`src/rtl/vtg_pkg.sv`:
```
package vtg_pkg;

    // field widths and unit scaling
    localparam int HF_W       = 8;
    localparam int VF_W       = 10;
    localparam int PW_W       = 4;
    localparam int HUNIT_LOG2 = 3;
    localparam int ADDR_W     = 4;
    localparam int DATA_W     = VF_W;
    localparam int POL_BIT    = 7;

    // counter widths cover active + non-display + pulse overshoot
    localparam int HCNT_W = HF_W + HUNIT_LOG2 + 2;
    localparam int VCNT_W = VF_W + 2;

    // register addresses
    localparam logic [ADDR_W-1:0] A_HACT = 4'd0;
    localparam logic [ADDR_W-1:0] A_HNDP = 4'd1;
    localparam logic [ADDR_W-1:0] A_HSS  = 4'd2;
    localparam logic [ADDR_W-1:0] A_HSW  = 4'd3;
    localparam logic [ADDR_W-1:0] A_VACT = 4'd4;
    localparam logic [ADDR_W-1:0] A_VNDP = 4'd5;
    localparam logic [ADDR_W-1:0] A_VSS  = 4'd6;
    localparam logic [ADDR_W-1:0] A_VSW  = 4'd7;
    localparam logic [ADDR_W-1:0] A_CTRL = 4'd8;

    typedef struct packed {
        logic [HF_W-1:0] hact;
        logic [HF_W-1:0] hndp;
        logic [HF_W-1:0] hss;
        logic [PW_W-1:0] hsw;
        logic            hpol;
        logic [VF_W-1:0] vact;
        logic [VF_W-1:0] vndp;
        logic [VF_W-1:0] vss;
        logic [PW_W-1:0] vsw;
        logic            vpol;
        logic            blank;
        logic            passive;
    } timing_cfg_t;

    // merge one register write into a timing set
    function automatic timing_cfg_t apply_write(input timing_cfg_t cur,
                                                input logic [ADDR_W-1:0] addr,
                                                input logic [DATA_W-1:0] d);
        timing_cfg_t nxt;
        nxt = cur;
        case (addr)
            A_HACT: nxt.hact = d[HF_W-1:0];
            A_HNDP: nxt.hndp = d[HF_W-1:0];
            A_HSS:  nxt.hss  = d[HF_W-1:0];
            A_HSW: begin
                nxt.hsw  = d[PW_W-1:0];
                nxt.hpol = d[POL_BIT];
            end
            A_VACT: nxt.vact = d[VF_W-1:0];
            A_VNDP: nxt.vndp = d[VF_W-1:0];
            A_VSS:  nxt.vss  = d[VF_W-1:0];
            A_VSW: begin
                nxt.vsw  = d[PW_W-1:0];
                nxt.vpol = d[POL_BIT];
            end
            A_CTRL: begin
                nxt.blank   = d[0];
                nxt.passive = d[1];
            end
            default: ;
        endcase
        return nxt;
    endfunction

    // output level of a sync line given pulse state, polarity and panel kind
    function automatic logic sync_level(input logic in_pulse, input logic pol,
                                        input logic passive);
        logic asserted_lvl;
        asserted_lvl = pol ^ passive;
        return in_pulse ? asserted_lvl : ~asserted_lvl;
    endfunction

endpackage

```
`src/rtl/vtg_cfg_regs.sv`:
```
module vtg_cfg_regs
    import vtg_pkg::*;
#(
    parameter timing_cfg_t RESET_CFG = '0
) (
    input  logic              clk,
    input  logic              rst,
    input  logic              wr_en,
    input  logic [ADDR_W-1:0] wr_addr,
    input  logic [DATA_W-1:0] wr_data,
    input  logic              commit,
    output timing_cfg_t       active_cfg
);

    timing_cfg_t shadow_q;
    timing_cfg_t shadow_d;
    timing_cfg_t active_q;

    always_comb begin
        shadow_d = shadow_q;
        if (wr_en) begin
            shadow_d = apply_write(shadow_q, wr_addr, wr_data);
        end
    end

    always_ff @(posedge clk) begin
        if (rst) begin
            shadow_q <= RESET_CFG;
            active_q <= RESET_CFG;
        end else begin
            shadow_q <= shadow_d;
            if (commit) begin
                active_q <= shadow_d;
            end
        end
    end

    assign active_cfg = active_q;

    // working timing only moves at the frame boundary
    a_r10_hold_midframe: assert property (@(posedge clk) disable iff (rst)
        !commit |=> $stable(active_q));

    // a commit copies the shadow state including the same-cycle write
    a_r10_commit_copies: assert property (@(posedge clk) disable iff (rst)
        commit |=> (active_q == shadow_q));

endmodule

```
`src/rtl/vtg_axis.sv`:
```
module vtg_axis #(
    parameter int FIELD_W   = 8,
    parameter int PW_W      = 4,
    parameter int UNIT_LOG2 = 3,
    parameter int CNT_W     = FIELD_W + UNIT_LOG2 + 2
) (
    input  logic               clk,
    input  logic               rst,
    input  logic               adv,
    input  logic [FIELD_W-1:0] act_u,
    input  logic [FIELD_W-1:0] ndp_u,
    input  logic [FIELD_W-1:0] ss_u,
    input  logic [PW_W-1:0]    sw_u,
    output logic [CNT_W-1:0]   cnt,
    output logic               last,
    output logic               in_act,
    output logic               in_pulse
);

    localparam logic [CNT_W-1:0] ONE = CNT_W'(1);

    logic [CNT_W-1:0] act_len;
    logic [CNT_W-1:0] ndp_len;
    logic [CNT_W-1:0] fp_len;
    logic [CNT_W-1:0] sw_len;
    logic [CNT_W-1:0] total_m1;
    logic [CNT_W-1:0] p_on;
    logic [CNT_W-1:0] p_off;
    logic [CNT_W-1:0] cnt_q;

    // minus-one fields to lengths, scaled to the axis unit
    generate
        if (UNIT_LOG2 == 0) begin : g_line_units
            assign act_len = CNT_W'(act_u) + ONE;
            assign ndp_len = CNT_W'(ndp_u) + ONE;
            assign fp_len  = CNT_W'(ss_u) + ONE;
            assign sw_len  = CNT_W'(sw_u) + ONE;
        end else begin : g_group_units
            assign act_len = (CNT_W'(act_u) + ONE) << UNIT_LOG2;
            assign ndp_len = (CNT_W'(ndp_u) + ONE) << UNIT_LOG2;
            assign fp_len  = (CNT_W'(ss_u) + ONE) << UNIT_LOG2;
            assign sw_len  = (CNT_W'(sw_u) + ONE) << UNIT_LOG2;
        end
    endgenerate

    assign total_m1 = act_len + ndp_len - ONE;
    assign p_on     = act_len + fp_len;
    assign p_off    = p_on + sw_len;

    assign last     = (cnt_q == total_m1);
    assign in_act   = (cnt_q < act_len);
    assign in_pulse = (cnt_q >= p_on) && (cnt_q < p_off);

    always_ff @(posedge clk) begin
        if (rst) begin
            cnt_q <= '0;
        end else if (adv) begin
            cnt_q <= last ? '0 : cnt_q + ONE;
        end
    end

    assign cnt = cnt_q;

    // R2 for the pixel axis, R3 for the line axis
    a_r2_r3_step: assert property (@(posedge clk) disable iff (rst)
        (adv && !last) |=> (cnt_q == $past(cnt_q) + ONE));

    a_r2_r3_wrap: assert property (@(posedge clk) disable iff (rst)
        (adv && last) |=> (cnt_q == '0));

    a_r2_r3_hold: assert property (@(posedge clk) disable iff (rst)
        !adv |=> $stable(cnt_q));

endmodule

```
`src/rtl/vtg_out.sv`:
```
module vtg_out
    import vtg_pkg::*;
(
    input  logic clk,
    input  logic rst,
    input  logic h_act,
    input  logic v_act,
    input  logic h_pulse,
    input  logic v_pulse,
    input  logic hpol,
    input  logic vpol,
    input  logic passive,
    input  logic blank,
    output logic hsync,
    output logic vsync,
    output logic de,
    output logic vretrace
);

    always_comb begin
        hsync    = sync_level(h_pulse, hpol, passive);
        vsync    = sync_level(v_pulse, vpol, passive);
        de       = h_act & v_act & ~blank;
        vretrace = ~v_act;
    end

    a_r8_retrace_no_de: assert property (@(posedge clk) disable iff (rst)
        vretrace |-> !de);

    a_r9_blank_no_de: assert property (@(posedge clk) disable iff (rst)
        blank |-> !de);

    a_r7_hsync_level: assert property (@(posedge clk) disable iff (rst)
        !h_pulse |-> (hsync == ~(hpol ^ passive)));

endmodule

```
`src/rtl/vtg_top.sv`:
```
module vtg_top
    import vtg_pkg::*;
#(
    parameter int P_HACT = 79,
    parameter int P_HNDP = 19,
    parameter int P_HSS  = 1,
    parameter int P_HSW  = 11,
    parameter int P_HPOL = 0,
    parameter int P_VACT = 479,
    parameter int P_VNDP = 44,
    parameter int P_VSS  = 9,
    parameter int P_VSW  = 1,
    parameter int P_VPOL = 0
) (
    input  logic              clk,
    input  logic              rst,
    input  logic              wr_en,
    input  logic [ADDR_W-1:0] wr_addr,
    input  logic [DATA_W-1:0] wr_data,
    output logic [HCNT_W-1:0] pix_x,
    output logic [VCNT_W-1:0] line_y,
    output logic              hsync,
    output logic              vsync,
    output logic              de,
    output logic              vretrace
);

    localparam timing_cfg_t DEF_CFG = '{
        hact:    HF_W'(P_HACT),
        hndp:    HF_W'(P_HNDP),
        hss:     HF_W'(P_HSS),
        hsw:     PW_W'(P_HSW),
        hpol:    1'(P_HPOL),
        vact:    VF_W'(P_VACT),
        vndp:    VF_W'(P_VNDP),
        vss:     VF_W'(P_VSS),
        vsw:     PW_W'(P_VSW),
        vpol:    1'(P_VPOL),
        blank:   1'b0,
        passive: 1'b0
    };

    timing_cfg_t cfg;
    logic        h_last, v_last;
    logic        h_act, v_act;
    logic        h_pulse, v_pulse;
    logic        frame_wrap;

    assign frame_wrap = h_last & v_last;

    vtg_cfg_regs #(
        .RESET_CFG (DEF_CFG)
    ) u_regs (
        .clk        (clk),
        .rst        (rst),
        .wr_en      (wr_en),
        .wr_addr    (wr_addr),
        .wr_data    (wr_data),
        .commit     (frame_wrap),
        .active_cfg (cfg)
    );

    vtg_axis #(
        .FIELD_W   (HF_W),
        .PW_W      (PW_W),
        .UNIT_LOG2 (HUNIT_LOG2),
        .CNT_W     (HCNT_W)
    ) u_hax (
        .clk      (clk),
        .rst      (rst),
        .adv      (1'b1),
        .act_u    (cfg.hact),
        .ndp_u    (cfg.hndp),
        .ss_u     (cfg.hss),
        .sw_u     (cfg.hsw),
        .cnt      (pix_x),
        .last     (h_last),
        .in_act   (h_act),
        .in_pulse (h_pulse)
    );

    vtg_axis #(
        .FIELD_W   (VF_W),
        .PW_W      (PW_W),
        .UNIT_LOG2 (0),
        .CNT_W     (VCNT_W)
    ) u_vax (
        .clk      (clk),
        .rst      (rst),
        .adv      (h_last),
        .act_u    (cfg.vact),
        .ndp_u    (cfg.vndp),
        .ss_u     (cfg.vss),
        .sw_u     (cfg.vsw),
        .cnt      (line_y),
        .last     (v_last),
        .in_act   (v_act),
        .in_pulse (v_pulse)
    );

    vtg_out u_out (
        .clk      (clk),
        .rst      (rst),
        .h_act    (h_act),
        .v_act    (v_act),
        .h_pulse  (h_pulse),
        .v_pulse  (v_pulse),
        .hpol     (cfg.hpol),
        .vpol     (cfg.vpol),
        .passive  (cfg.passive),
        .blank    (cfg.blank),
        .hsync    (hsync),
        .vsync    (vsync),
        .de       (de),
        .vretrace (vretrace)
    );

    // sync pulses stay inside their non-display spans (legal programming)
    a_r5_hsync_in_porch: assert property (@(posedge clk) disable iff (rst)
        h_pulse |-> !h_act);

    a_r6_vsync_in_porch: assert property (@(posedge clk) disable iff (rst)
        v_pulse |-> !v_act);

    // lines advance only as the pixel counter wraps
    a_r3_line_moves_on_wrap: assert property (@(posedge clk) disable iff (rst)
        !h_last |=> $stable(line_y));

endmodule

```
`config.mk`:
```
export PLATFORM = sky130hd
export DESIGN_NAME = vtg_top
export DESIGN_NICKNAME = d
export VERILOG_FILES = /design/src/rtl/vtg_pkg.sv /design/src/rtl/vtg_cfg_regs.sv /design/src/rtl/vtg_axis.sv /design/src/rtl/vtg_out.sv /design/src/rtl/vtg_top.sv
export SDC_FILE = /design/constraint.sdc
export NUM_CORES = 1
export LEC_CHECK = 0
export BUFFER_PORTS_ARGS = -buffer_cell sky130_fd_sc_hd__buf_2
export CAP_MARGIN = 20
export CORE_MARGIN = 2
export CORE_UTILIZATION = 60
export DETAILED_ROUTE_END_ITERATION = 10
export PLACE_DENSITY = 0.85
export SLEW_MARGIN = 20
export SYNTH_ARGS = -nofsm -noshare
export SYNTH_HDL_FRONTEND = slang
export SYNTH_SLANG_ARGS = --single-unit
```
`constraint.sdc`:
```
create_clock -name clk -period 10.8 [get_ports clk]
set_input_delay 0.54 -clock clk [delete_from_list [all_inputs] [get_ports clk]]
set_output_delay 0.54 -clock clk [all_outputs]
set_load 0.05 [all_outputs]
```
Word-level counts from Yosys, hierarchy flattened
Cells that the tools add are included.

storage, ports and cells
  memories = 0
  word-level logic and storage cells = 86
  latch bits = 0
  output and inout bits = 29
  input port bits = 17
  register bits = 157
  bits in read-only memories = 0
  memory bits (writable) = 0

cells by class
  eq/ne operators = 10
  magnitude comparators = 6
  divide/modulo/power cells = 0
  shifts and indexed selects = 0
  bitwise operators = 9
  multipliers = 0
  multiplexer cells = 13
  reduce and logical (&&, ||, !) cells = 4
  add/subtract/negate cells = 18

operators by type and width
  operator                                                               number
  66-bit two-way mux                                                     1
  13-bit adder                                                           3
  12-bit adder                                                           3
  10-bit by 1-bit adder with 11-bit output (second input constant)       3
  10-bit two-way mux                                                     3
  8-bit by 1-bit adder with 9-bit output (second input constant)         3
  13-bit less-than comparator                                            2
  12-bit less-than comparator                                            2
  8-bit two-way mux                                                      3
  4-bit by 3-bit == test with 1-bit output (second input constant)       4
  13-bit by 1-bit adder with 13-bit output (second input constant)       1
  13-bit == test                                                         1
  13-bit greater-or-equal comparator                                     1
  13-bit by 1-bit subtractor with 13-bit output (second input constant)  1
  12-bit by 1-bit adder with 12-bit output (second input constant)       1
  12-bit == test                                                         1
  12-bit greater-or-equal comparator                                     1
  12-bit two-way mux                                                     1
  12-bit by 1-bit subtractor with 12-bit output (second input constant)  1
  4-bit by 1-bit adder with 5-bit output (second input constant)         2
  5-bit two-way mux                                                      2
  4-bit by 2-bit == test with 1-bit output (second input constant)       2
  4-bit by 1-bit == test with 1-bit output (second input constant)       1
  4-bit == test (second input constant)                                  1
  8 further kinds                                                        16

Depth between registers and ports, before layout
Gate-level depths: netlist of the first run.

  depth after elaboration = 6
  gate-level depth with buffers = 22
  depth with buffers taken out = 22

By module
From an unflattened synthesis of the first run, not the netlist that was laid out.

unflattened totals
  cell total of the unflattened synthesis = 1323
  area, all modules = 11075.6 µm²

modules (own cells, without submodules)
  module            area an instance (µm²)  cells each  instances  seq. area each (µm²)
  vtg_cfg_regs      4928.5                  539         1          2642.5
  vtg_axis (u_vax)  3121.7                  400         1          240.2
  vtg_axis (u_hax)  2957.8                  378         1          260.2
  vtg_out           57.6                    4           1          0.0
  vtg_top           10.0                    2           1          0.0

Least setup slack after synthesis of the first run
Ideal clock, no wire load.

  path kind = reg-to-output
  start point = register u_regs.active_q (netlist bit u_regs.active_cfg[27])
  end point = output port vsync
  cell stages (with the launch flop) = 22
  arrival = 4721 ps
  data required time = 10260 ps
  path buffers = 0
  setup slack = 5539 ps
  path through = dfxtp_1 -> ha_1 -> xor2_1 -> ha_1 -> nor2b_1 -> o21a_1 -> or2_2 -> xor2_1 -> ha_1 -> a21oi_1 -> nor3_2 -> nand3_2 -> o32a_1 -> o22ai_1 -> a21oi_1 -> ha_1 -> o21a_1 -> nor2_1 -> a21oi_1 -> a311oi_1 -> nor2_1 -> xnor2_1

on the way
  word-level cells in the longest chain between the ends = 6
  elaborated cells on any way between the ends = 7
  classes of those cells = add/sub: 3; order compare: 2; mux: 1; reduce/logical: 1

RTL lines
  what                                          RTL line            RTL
  start: declaration                            vtg_cfg_regs.sv:17  timing_cfg_t active_q;
  start signal: assignment                      vtg_cfg_regs.sv:33  active_q <= shadow_d;
  10-bit by 1-bit adder with 11-bit output (*)  vtg_axis.sv:34      assign act_len = CNT_W'(act_u) + ONE;
  12-bit adder (*)                              vtg_axis.sv:47      assign p_on = act_len + fp_len;
  12-bit adder                                  vtg_axis.sv:48      assign p_off = p_on + sw_len;
  12-bit less-than comparator                   vtg_axis.sv:52      assign in_pulse = (cnt_q >= p_on) && (cnt_q < p_off);
  1-bit logical AND (*)                         vtg_axis.sv:52
  1-bit two-way mux (*)                         vtg_pkg.sv:77       return in_pulse ? asserted_lvl : ~asserted_lvl;
  end: declaration                              vtg_top.sv:23       output logic vsync,

Mark *: on every way between the ends. The rest lies on a longest branch, timed or not.

Final worst setup path of the first run
Ends and elaborated chain as after synthesis.

==> out/results.txt, run 1 <==
Async S/R FF share, synth -> 0%
die width -> 137.7 um
Hold Violations, Final -> 0
area of the multi-input gates -> 7014 um^2
main flop type after synthesis -> dfxtp_1
Crit path max-delay family -> compound AO/OA/AOI/OAI gates
initial antenna violation count -> 0
share of layout cells above drive strength 1 -> 8.346%
DRT iter0 DRCs -> 796
first-pass GRT wire length -> 41.15 mm
routed len/inst -> 16.53 um
CTS Buffer Depth -> 2
Static Leak -> 5.237 nW
setup TNS -> 0 ns
Slew @ Worst Pin -> 1.082 ns
Global Route Usage Sum -> 27.60%
synthesized instance count -> 1285
storage element area -> 3143 um^2
Switching Share -> 24.18%
cell mode on critical path -> ha_1
slew margin rel. -> 27.52%
final setup fails -> 0
count of different cell masters after synthesis -> 69
leading cell type in the layout, fill and taps excluded -> nand2_1
share of power burned in registers -> 47.1%
Post-CTS Setup Bufs -> 0
RD Place Congestion -> 0.8970
vias in the first global route -> 8414
Pre-antenna DRT Iters -> 6
H-tree depth -> 4
Worst-Skew Late Latency -> 0.43 ns
Clk pwr share -> 49.7%
routed vias -> 8961
Syn Area/Cell -> 8.345 um^2
largest net degree at the start of global routing -> 117
clock sink total -> 157
fill count -> 1356
CP bufs+invs -> 1
Final min period -> 5.665 ns
dpl hpwl -> 18.25 mm
MaxCap Viol Count -> 0
final WL -> 25.51 mm
die height -> 137.7 um
Sw Pwr -> 300.5 uW
ant diodes -> 0
fmax -> 176.5 MHz
IO Pins -> 46
clk_skew -> 0.008545 ns
Top Usage Layer GRT -> met2
RSZ-0062 raised after global routing -> false
mapped cell area -> 10720 um^2
die area -> 18960 um^2
worst path arrival time -> 5.13 ns
Root Driver -> clkbuf_16
final net count -> 1454
min-delay worst type -> in2reg
Startpoint Class -> flop
cell at the slowest stage of the critical path -> dfxtp_1
Internal Power -> 942.1 uW
grt met1 use -> 36.87%
#FFs+latches synth -> 157
post_cts resized -> 0
routed vias/inst -> 5.808
core area -> 17360 um^2
most frequent cells in the layout -> 184 x nand2_1, 157 x dfxtp_1, 126 x ha_1
crit-path max FO -> 8
CP Data Required Time -> 10.26 ns
critical-path cell list -> ha_1, xor2_1, ha_1, nor2b_1, o21a_1, or2_2, xor2_1, ha_1, a21oi_1, nor3_2, nand3_2, o32a_1, o22ai_1, a21oi_1, ha_1, o21a_1, nor2_1, a21oi_1, a311oi_1, nor2_1, xnor2_1, buf_2
run status -> finished, final reports clean
pwr/cell area -> 106.7 nW/um^2
sequential share of the synthesized area -> 29.31%
Rows -> 48
Comb pwr share -> 3.2%
Initial Util -> 61.78%
M2 GR Usage -> 45.11%
Cell Area, Placed -> 11030 um^2
Setup CP Type -> reg2out
CTS tree -> done
Slew Limit Fails -> 0
antenna-violating nets left -> 0
design area -> 11640 um^2
DRC errors left -> 0
GR Overflow Total -> 0
Area Growth Syn to Fin -> 8.576%
TritonCTS Buffers -> 17
IO Port Bufs -> 45
Setup crit end kind -> primary output
Worst-path clk slew -> 0.06 ns
EDFF count, synth -> 0
largest stage delay on the critical path -> 0.46 ns
Warnings, synthesis -> 0
grt met3 use -> 4.967%
VDD IR-drop max -> 0.0001143 V
period utilization -> 52.46%
post-layout util -> 67.08%
synthesized net count -> 1434
CTS Hold Bufs -> 0
## final cells by class
class	count	share of cell area, %
Clock buffer	17	3.654
Tap cell	225	2.418
Sequential cell	157	27.00
Inverter	92	2.966
Multi-Input combinational cell	989	60.25
Timing Repair Buffer	48	2.160
Clock inverter	15	1.558
## final timing paths
check                             start                     to  slack (ns)  depth (start not counted)
hold reg to reg    u_regs.active_cfg[2]   u_regs.active_cfg[2]        0.47                          2
setup / recovery  u_regs.active_cfg[27]                  vsync        5.13                         22
setup reg to reg  u_regs.active_cfg[58]  u_regs.active_cfg[33]        5.77                         15
hold / removal               wr_data[8]    u_regs.shadow_q[35]        0.40                          3
## routing by layer
| layer | share of wire [%] | routed length, um | vias up |
|---|---|---|---|
| li1 | - | - | 4414 |
| met1 | 47 | 11900 | 4206 |
| met2 | 46 | 11660 | 296 |
| met3 | 5.5 | 1411 | 45 |
| met4 | 2.1 | 533 | 0 |
| met5 | 0 | 0 | - |
## synthesized netlist by cell type, types with 6 or more instances
| cell type | instances | area, um^2 |
|---|---|---|
| nor3_1 | 24 | 120.1 |
| inv_1 | 91 | 341.6 |
| a31oi_1 | 10 | 62.56 |
| nand4_1 | 11 | 68.82 |
| nand2_1 | 184 | 690.7 |
| o21ai_0 | 23 | 115.1 |
| and4_1 | 7 | 61.31 |
| buf_2 | 8 | 40.04 |
| a21o_1 | 30 | 225.2 |
| or2_2 | 16 | 100.1 |
| o21a_1 | 12 | 90.09 |
| xor2_1 | 63 | 551.8 |
| fa_1 | 6 | 120.1 |
| dfxtp_1 | 157 | 3143 |
| clkbuf_1 | 28 | 105.1 |
| o21ai_1 | 32 | 160.2 |
| o21bai_1 | 8 | 60.06 |
| mux2i_1 | 49 | 490.5 |
| and3_1 | 22 | 137.6 |
| ha_1 | 126 | 1577 |
| nor2_1 | 89 | 334.1 |
| nand3_1 | 58 | 290.3 |
| mux2_1 | 16 | 180.2 |
| a21oi_1 | 50 | 250.2 |
| xnor2_1 | 84 | 735.7 |
## worst reg2reg max path, cell delays in order (launching register included)
cell and delay, ns:
dfxtp_1 0.37, ha_1 0.39, inv_1 0.08, ha_1 0.28, inv_1 0.05, ha_1 0.22
fa_1 0.41, a21o_1 0.19, a21o_1 0.23, xnor2_1 0.14, or4_1 0.52, nor4_1 0.31
and3_1 0.37, and4b_4 0.28, buf_6 0.63, mux2_1 0.43
## cells by family after synthesis
group                    after synthesis  synth area share [%]
adder cells (fa/ha/maj)              134                 16.01
AND/OR/NAND/NOR                      447                 19.22
multiplexers                          65                 6.254
AO/OA/AOI/OAI                        194                 11.39
flip-flops                           157                 29.31
XOR/XNOR                             149                 12.42
buffers and inverters                139                 5.403
## sequential cells by signal, indices dropped and copies added (netlist names)
| signal | cells |
|---|---|
| u_hax.cnt | 13 |
| u_regs.active_cfg | 66 |
| u_regs.shadow_q | 66 |
| u_vax.cnt | 12 |
## power groups by stage
stage	clock (mW)	combinational, mW	sequential, mW
after global placement	0	0.0379	0.599
after global routing	0.642	0.0430	0.586
after detailed placement	0	0.0386	0.599
final	0.617	0.0393	0.586
after CTS	0.619	0.0389	0.586
after floorplan	0	0.0230	0.601
## per-stage QoR
step	hold WS [ns]	power [mW]	instances	worst slack, ns
6_report	0.3964	1.243	1543	5.135
5_1_grt	0.4089	1.271	1543	4.823
3_3_place_gp	0.4479	0.6365	1511	5.687
3_5_place_dp	0.4545	0.6375	1511	5.634
2_1_floorplan	0.4291	0.6243	1285	5.539
4_1_cts	0.3848	1.244	1543	5.152
Power figures use the tool's default switching activity.
==> inputs of run 2 (changes only) <==
--- a/config.mk
+++ b/config.mk
@@ -8,7 +8,7 @@
 export BUFFER_PORTS_ARGS = -buffer_cell sky130_fd_sc_hd__buf_2
 export CAP_MARGIN = 20
 export CORE_MARGIN = 2
-export CORE_UTILIZATION = 60
+export CORE_UTILIZATION = 57
 export DETAILED_ROUTE_END_ITERATION = 10
 export PLACE_DENSITY = 0.85
 export SLEW_MARGIN = 20
==> constraint.sdc (replaced) <==
create_clock -name clk -period 5.2 [get_ports clk]
set_input_delay 0.26 -clock clk [delete_from_list [all_inputs] [get_ports clk]]
set_output_delay 0.26 -clock clk [all_outputs]
set_load 0.05 [all_outputs]
==> run 2 against run 1 <==
  * Flip-flop and latch count unchanged
  * Worst setup slack worse by 5.1 ns
  * Combinational power up 110%
  * Sequential share of layout area down 0.74 points
  * Register-to-register slack worse by 5.2 ns
  * Count of clock-buffer cells in the layout up 1
  * Clock skew about the same
  * Critical path depth down 2
  * Utilization down 2.4 points
  * Routed wire length up 6.7%
  * Clock power up 110%
  * Critical path type unchanged
  * Largest cell class unchanged
==> out/results.txt, run 2 (same netlist as run 1, synthesis figures left out) <==
run status -> finished, final reports clean
ant diodes -> 0 (unchanged)
crit-path max FO -> 5 (-3)
routed vias/inst -> 5.891 (+1.4%)
Final min period -> 5.127 ns
largest net degree at the start of global routing -> 63 (-46%)
DRT iter0 DRCs -> 705 (-11%)
Hold Crit Start -> wr_data[9]
share of layout cells above drive strength 1 -> 11.72% (+3.4 points)
CTS tree -> done
GR Overflow Total -> 0 (unchanged)
Root Driver -> clkbuf_16
vias in the first global route -> 8722 (+3.7%)
antenna-violating nets left -> 0 (unchanged)
Slew Limit Fails -> 0 (unchanged)
final net count -> 1467 (+0.89%)
first-pass GRT wire length -> 42.28 mm (+2.8%)
initial antenna violation count -> 0 (unchanged)
IO Pins -> 46 (unchanged)
VDD IR-drop max -> 0.0002214 V (+94%)
TritonCTS Buffers -> 17 (unchanged)
post-layout util -> 64.67% (-2.4 points)
final setup fails -> 0 (unchanged)
non-filler cells in the finished layout -> 1565 (+1.4%)
Global Route Usage Sum -> 26.07% (-1.5 points)
CP bufs+invs -> 2 (+1)
leading cell type in the layout, fill and taps excluded -> nand2_1
min setup slack post-route -> 0.07295 ns (-5.062 ns)
hold path endpoint -> u_regs.shadow_q[36]
Pre-antenna DRT Iters -> 6 (unchanged)
clock sink total -> 157 (unchanged)
dpl hpwl -> 18.63 mm (+2.1%)
slew margin rel. -> 27.61% (+0.091 points)
H-tree depth -> 4 (unchanged)
fmax -> 195.0 MHz
min-delay worst type -> in2reg
Static Leak -> 5.372 nW (+2.6%)
Place WS -> 0.1966 ns (-5.438 ns)
worst setup path startpoint -> u_regs.active_cfg[30]
r2r setup slk -> 0.61 ns (-5.16 ns)
core area -> 18580 um^2 (+7.1%)
die area -> 19920 um^2 (+5.1%)
DRC errors left -> 0 (unchanged)
Hold Violations, Final -> 0 (unchanged)
IO Port Bufs -> 45 (unchanged)
routed len/inst -> 17.39 um (+5.2%)
die height -> 141.2 um (+2.5%)
Rows -> 50 (+4.2%)
CTS Buffer Depth -> 2 (unchanged)
routed vias -> 9220 (+2.9%)
area of the multi-input gates -> 7232 um^2 (+3.1%)
setup TNS -> 0 ns (unchanged)
cell at the slowest stage of the critical path -> dfxtp_1
die width -> 141.2 um (+2.5%)
clk_skew -> 0.008869 ns (+0.0003234 ns)
largest stage delay on the critical path -> 0.46 ns (about the same)
Crit path max-delay family -> compound AO/OA/AOI/OAI gates
period utilization -> 98.60%
storage element area -> 3156 um^2 (+0.40%)
Worst-path clk slew -> 0.07 ns (about the same)
Initial Util -> 57.71% (-4.1 points)
hold path depth -> 3 (unchanged)
RD Place Congestion -> 0.9010 (+0.45%)
RSZ-0062 raised after global routing -> true
Slew @ Worst Pin -> 1.081 ns (-0.001360 ns)
fill count -> 1388 (+2.4%)
RR Endpoint -> u_regs.active_cfg[29]
most frequent cells in the layout -> 184 x nand2_1, 151 x dfxtp_1, 123 x ha_1
Startpoint Class -> flop
CTS Hold Bufs -> 0 (unchanged)
Placed Instances -> 1521 (+0.66%)
Area Growth Syn to Fin -> 12.07%
MaxCap Viol Count -> 0 (unchanged)
Setup CP Type -> reg2out
worst path arrival time -> 4.87 ns (-0.26 ns)
R2R Path Start -> u_regs.active_cfg[58]
final WL -> 27.22 mm (+6.7%)
pwr/cell area -> 216.9 nW/um^2 (+100%)
Worst-Skew Late Latency -> 0.44 ns (about the same)
Setup crit end kind -> primary output
CP Data Required Time -> 4.94 ns (-5.32 ns)
Register-to-Register Path Depth -> 15 (unchanged)
critical-path cell list -> and4_1, nand4_1, xor2_2, inv_1, ha_1, a21o_1, a31o_2, a21oi_1, o21ba_2, nor4_1, a211o_1, a21oi_1, ha_1, o21a_1, nor2_2, a21oi_2, a311oi_2, nor2_1, xnor2_1, buf_4
## run 2: cell count changes in the layout (fill, tap and decap cells not counted), moves of 5 or more
cell and change:
xnor2_2 +5, xnor2_1 -5, buf_4 +12, xor2_1 -8
dfxtp_1 -6, xor2_2 +6
## run 2: worst register-to-register path, cell delays in order, from the launching register on
cell     delay, ns
dfxtp_1       0.38
ha_1          0.39
inv_1         0.09
ha_1          0.28
inv_1         0.04
ha_1          0.21
fa_1          0.42
a21o_1        0.18
a21o_1        0.20
xnor2_1       0.12
or4_1         0.56
nor4_1        0.22
and3_1        0.39
and4b_4       0.35
buf_12        0.26
mux2_1        0.38
## run 2: worst max path at each step
stage          slack (ns)    end  depth (start not counted)
3_3_place_gp         0.37  vsync                         22
6_report             0.07  vsync                         20
2_1_floorplan        0.22  vsync                         21
5_1_grt             -0.12  vsync                         20
3_5_place_dp         0.20  vsync                         22
4_1_cts              0.02  vsync                         22
## run 2: what timing repair did
| action | 4_1_cts | 5_1_grt |
|---|---|---|
| gates resized for setup | 16 | 30 |
| setup buffers | 5 | 7 |
| pin swaps | 3 | 18 |
| setup endpoints to repair | 1 | 2 |
## run 2: cell type report
type	count	share of cell area (%)
Clock inverter	14	1.437
Clock buffer	18	3.655
Inverter	92	2.874
Timing Repair Buffer	61	3.155
Sequential cell	157	26.26
Tap cell	234	2.436
Multi-Input combinational cell	989	60.18
## run 2: layer usage
layer	up-vias	global-route usage (%)	wire length, um
li1	4430	-	-
met1	4396	34.60	12100
met2	334	42.82	12740
met3	60	5.401	1673
met4	0	7.895	704
met5	-	0	0
## run 2: metrics by stage
stage / power, mW / hold WS [ns] / area, um^2
6_report: 2.606 / 0.1249 / 12020
5_1_grt: 2.668 / 0.1235 / 12020
4_1_cts: 2.602 / 0.1232 / 11800
3_5_place_dp: 1.326 / 0.4507 / 11080
3_3_place_gp: 1.323 / 0.4467 / 11080
2_1_floorplan: 1.297 / 0.4000 / 10720
## run 2: power by group
group	internal, mW	switching [mW]	total, mW	leakage [nW]
combinational	0.0216	0.0617	0.0833	3.80
sequential	1.21	0.00519	1.22	1.27
clock	0.739	0.568	1.31	0.299
total	1.97	0.635	2.61	5.37
==> inputs of run 3 (changes only) <==
--- a/config.mk
+++ b/config.mk
@@ -11,6 +11,7 @@
 export CORE_UTILIZATION = 57
 export DETAILED_ROUTE_END_ITERATION = 10
 export PLACE_DENSITY = 0.85
+export REMOVE_ABC_BUFFERS = 1
 export SLEW_MARGIN = 20
 export SYNTH_ARGS = -nofsm -noshare
 export SYNTH_HDL_FRONTEND = slang
==> run 3 against run 2 <==
  * Non-clock buffer count rose by 3
  * First-iteration DRC count rose by 36%
  * Cell count rose by 0.19%
  * Via count rose by 2.6%
  * Critical path depth rose by 2
==> out/results.txt, run 3 (same netlist as run 1, synthesis figures left out) <==
run status -> finished, final reports clean
fill count -> 1312 (-5.5%)
Worst-Skew Late Latency -> 0.45 ns (about the same)
IO Port Bufs -> 45 (unchanged)
Setup crit end kind -> primary output
cell at the slowest stage of the critical path -> dfxtp_4
Area Growth Syn to Fin -> 13.24%
die area -> 19920 um^2 (unchanged)
CTS Hold Bufs -> 0 (unchanged)
pwr/cell area -> 213.6 nW/um^2 (-1.5%)
routed len/inst -> 18.52 um (+6.5%)
Internal Power -> 1.954 mW (-0.84%)
critical-path cell list -> inv_1, ha_1, inv_1, fa_2, nor2b_1, o21a_1, o21ai_0, o21ai_1, xnor2_1, nor3_2, nand3_4, o32a_1, o22ai_2, a21oi_2, ha_1, o21a_1, nor2_2, a21oi_2, a311oi_2, nor2_1, xnor2_1, buf_4
crit-path max FO -> 7 (+2)
most frequent cells in the layout -> 184 x nand2_1, 148 x dfxtp_1, 122 x ha_1
first-pass GRT wire length -> 43.73 mm (+3.4%)
vias in the first global route -> 8941 (+2.5%)
Slew @ Worst Pin -> 1.133 ns (+0.05177 ns)
min setup slack post-route -> 0.1102 ns (+0.03725 ns)
Worst-path clk slew -> 0.07 ns (about the same)
wire length on met1 -> 11.84 mm (-2.2%)
Slew Limit Fails -> 0 (unchanged)
Static Leak -> 5.398 nW (+0.48%)
H-tree depth -> 4 (unchanged)
largest stage delay on the critical path -> 0.38 ns (-0.08 ns)
clock sink total -> 157 (unchanged)
Rows -> 50 (unchanged)
IO Pins -> 46 (unchanged)
CP Data Required Time -> 4.94 ns (about the same)
VDD IR-drop max -> 0.0003083 V (+39%)
Final min period -> 5.090 ns (-0.03725 ns)
core area -> 18580 um^2 (unchanged)
Comb pwr share -> 3.2% (about the same)
initial antenna violation count -> 0 (unchanged)
Clk pwr share -> 50.1% (about the same)
RSZ-0062 raised after global routing -> true
Placed Instances -> 1521 (unchanged)
Hold Violations, Final -> 0 (unchanged)
Startpoint Class -> flop
period utilization -> 97.88% (-0.72 points)
final WL -> 29.04 mm (+6.7%)
dpl hpwl -> 18.59 mm (-0.17%)
length of routed met3 wiring -> 2.140 mm (+28%)
TritonCTS Buffers -> 17 (unchanged)
slew margin rel. -> 24.15% (-3.5 points)
GR Overflow Total -> 0 (unchanged)
Highest Signal Layer -> met4
largest net degree at the start of global routing -> 68 (+7.9%)
DRT iter0 DRCs -> 956 (+36%)
Setup CP Type -> reg2out
share of power burned in registers -> 46.8% (+0.2 points)
Switching Share -> 24.67% (+0.29 points)
routed vias/inst -> 6.036 (+2.5%)
worst path arrival time -> 4.83 ns (-0.04 ns)
area of the multi-input gates -> 7335 um^2 (+1.4%)
Sw Pwr -> 639.9 uW (+0.73%)
share of layout cells above drive strength 1 -> 12.67% (+0.95 points)
setup TNS -> 0 ns (unchanged)
CTS Buffer Depth -> 2 (unchanged)
routed vias -> 9464 (+2.6%)
fmax -> 196.5 MHz (+0.73%)
Pre-antenna DRT Iters -> 7 (+1)
non-filler cells in the finished layout -> 1568 (+0.19%)
Global Route Usage Sum -> 27.20% (+1.1 points)
Root Driver -> clkbuf_16
die width -> 141.2 um (unchanged)
storage element area -> 3172 um^2 (+0.52%)
final net count -> 1470 (+0.20%)
MaxCap Viol Count -> 0 (unchanged)
CTS tree -> done
Place WS -> 0.1943 ns (-0.002323 ns)
ant diodes -> 0 (unchanged)
clk_skew -> 0.01524 ns (+0.006375 ns)
Initial Util -> 57.71% (unchanged)
WL met2 -> 13.71 mm (+7.6%)
RD Place Congestion -> 0.8626 (-4.3%)
min-delay worst type -> in2reg
DRC errors left -> 0 (unchanged)
leading cell type in the layout, fill and taps excluded -> nand2_1
antenna-violating nets left -> 0 (unchanged)
final setup fails -> 0 (unchanged)
die height -> 141.2 um (unchanged)
## run 3: metrics by stage
stage / utilization [%] / instance area, um^2 / total power, mW / hold slack [ns]
floorplan: - / 10490 / 1.284 / 0.3408
finish: 65.35 / 12140 / 2.594 / 0.09567
detailed placement: 59.61 / 11080 / 1.325 / 0.4566
global route: 65.35 / 12140 / 2.644 / 0.1300
CTS: 63.37 / 11770 / 2.590 / 0.09350
global placement: 59.61 / 11080 / 1.322 / 0.4439
## run 3: final timing paths
check                               to  slack [ns]  depth (start not counted)                  start
setup / recovery                 vsync        0.11                         22  u_regs.active_cfg[27]
hold / removal     u_regs.shadow_q[35]         0.1                          3             wr_data[8]
setup reg to reg  u_regs.active_cfg[3]        0.42                         15  u_regs.active_cfg[58]
hold reg to reg    u_regs.shadow_q[62]        0.46                          2    u_regs.shadow_q[62]
## run 3: layout make-up
class / count / share of cell area [%]
multi-input combinational: 989 / 60.40
sequential: 157 / 26.12
clock buffer: 17 / 3.503
timing repair buffer: 64 / 3.277
inverter: 92 / 2.844
tap: 234 / 2.411
clock inverter: 15 / 1.443
## run 3: critical path, delay by kind of cell (launching register included)
| family | cells | cell delay [ns] |
|---|---|---|
| compound gates | 9 | 1.52 |
| xor+xnor | 2 | 0.40 |
| flops | 1 | 0.38 |
| simple gates | 5 | 0.83 |
| fa+ha+maj | 3 | 0.85 |
| buf+inv | 3 | 0.41 |
## run 3: timing repair
item,CTS,global route
setup buffers,2,13
gates resized for setup,18,51
setup endpoints to repair,1,2
pin swaps,2,24
## run 3: metal layers
layer | track usage (%) | vias to the layer above
li1 | - | 4456
met3 | 4.620 | 134
met4 | 11.11 | 0
met5 | 0 | -
met2 | 46.58 | 440
met1 | 34.00 | 4434
## run 3: power by group through the flow
stage	Combinational (mW)	Sequential, mW	Clock [mW]
floorplan	0.0346	1.25	0
global placement	0.0787	1.24	0
detailed placement	0.0807	1.24	0
CTS	0.0810	1.22	1.29
global route	0.0891	1.21	1.34
finish	0.0826	1.21	1.30
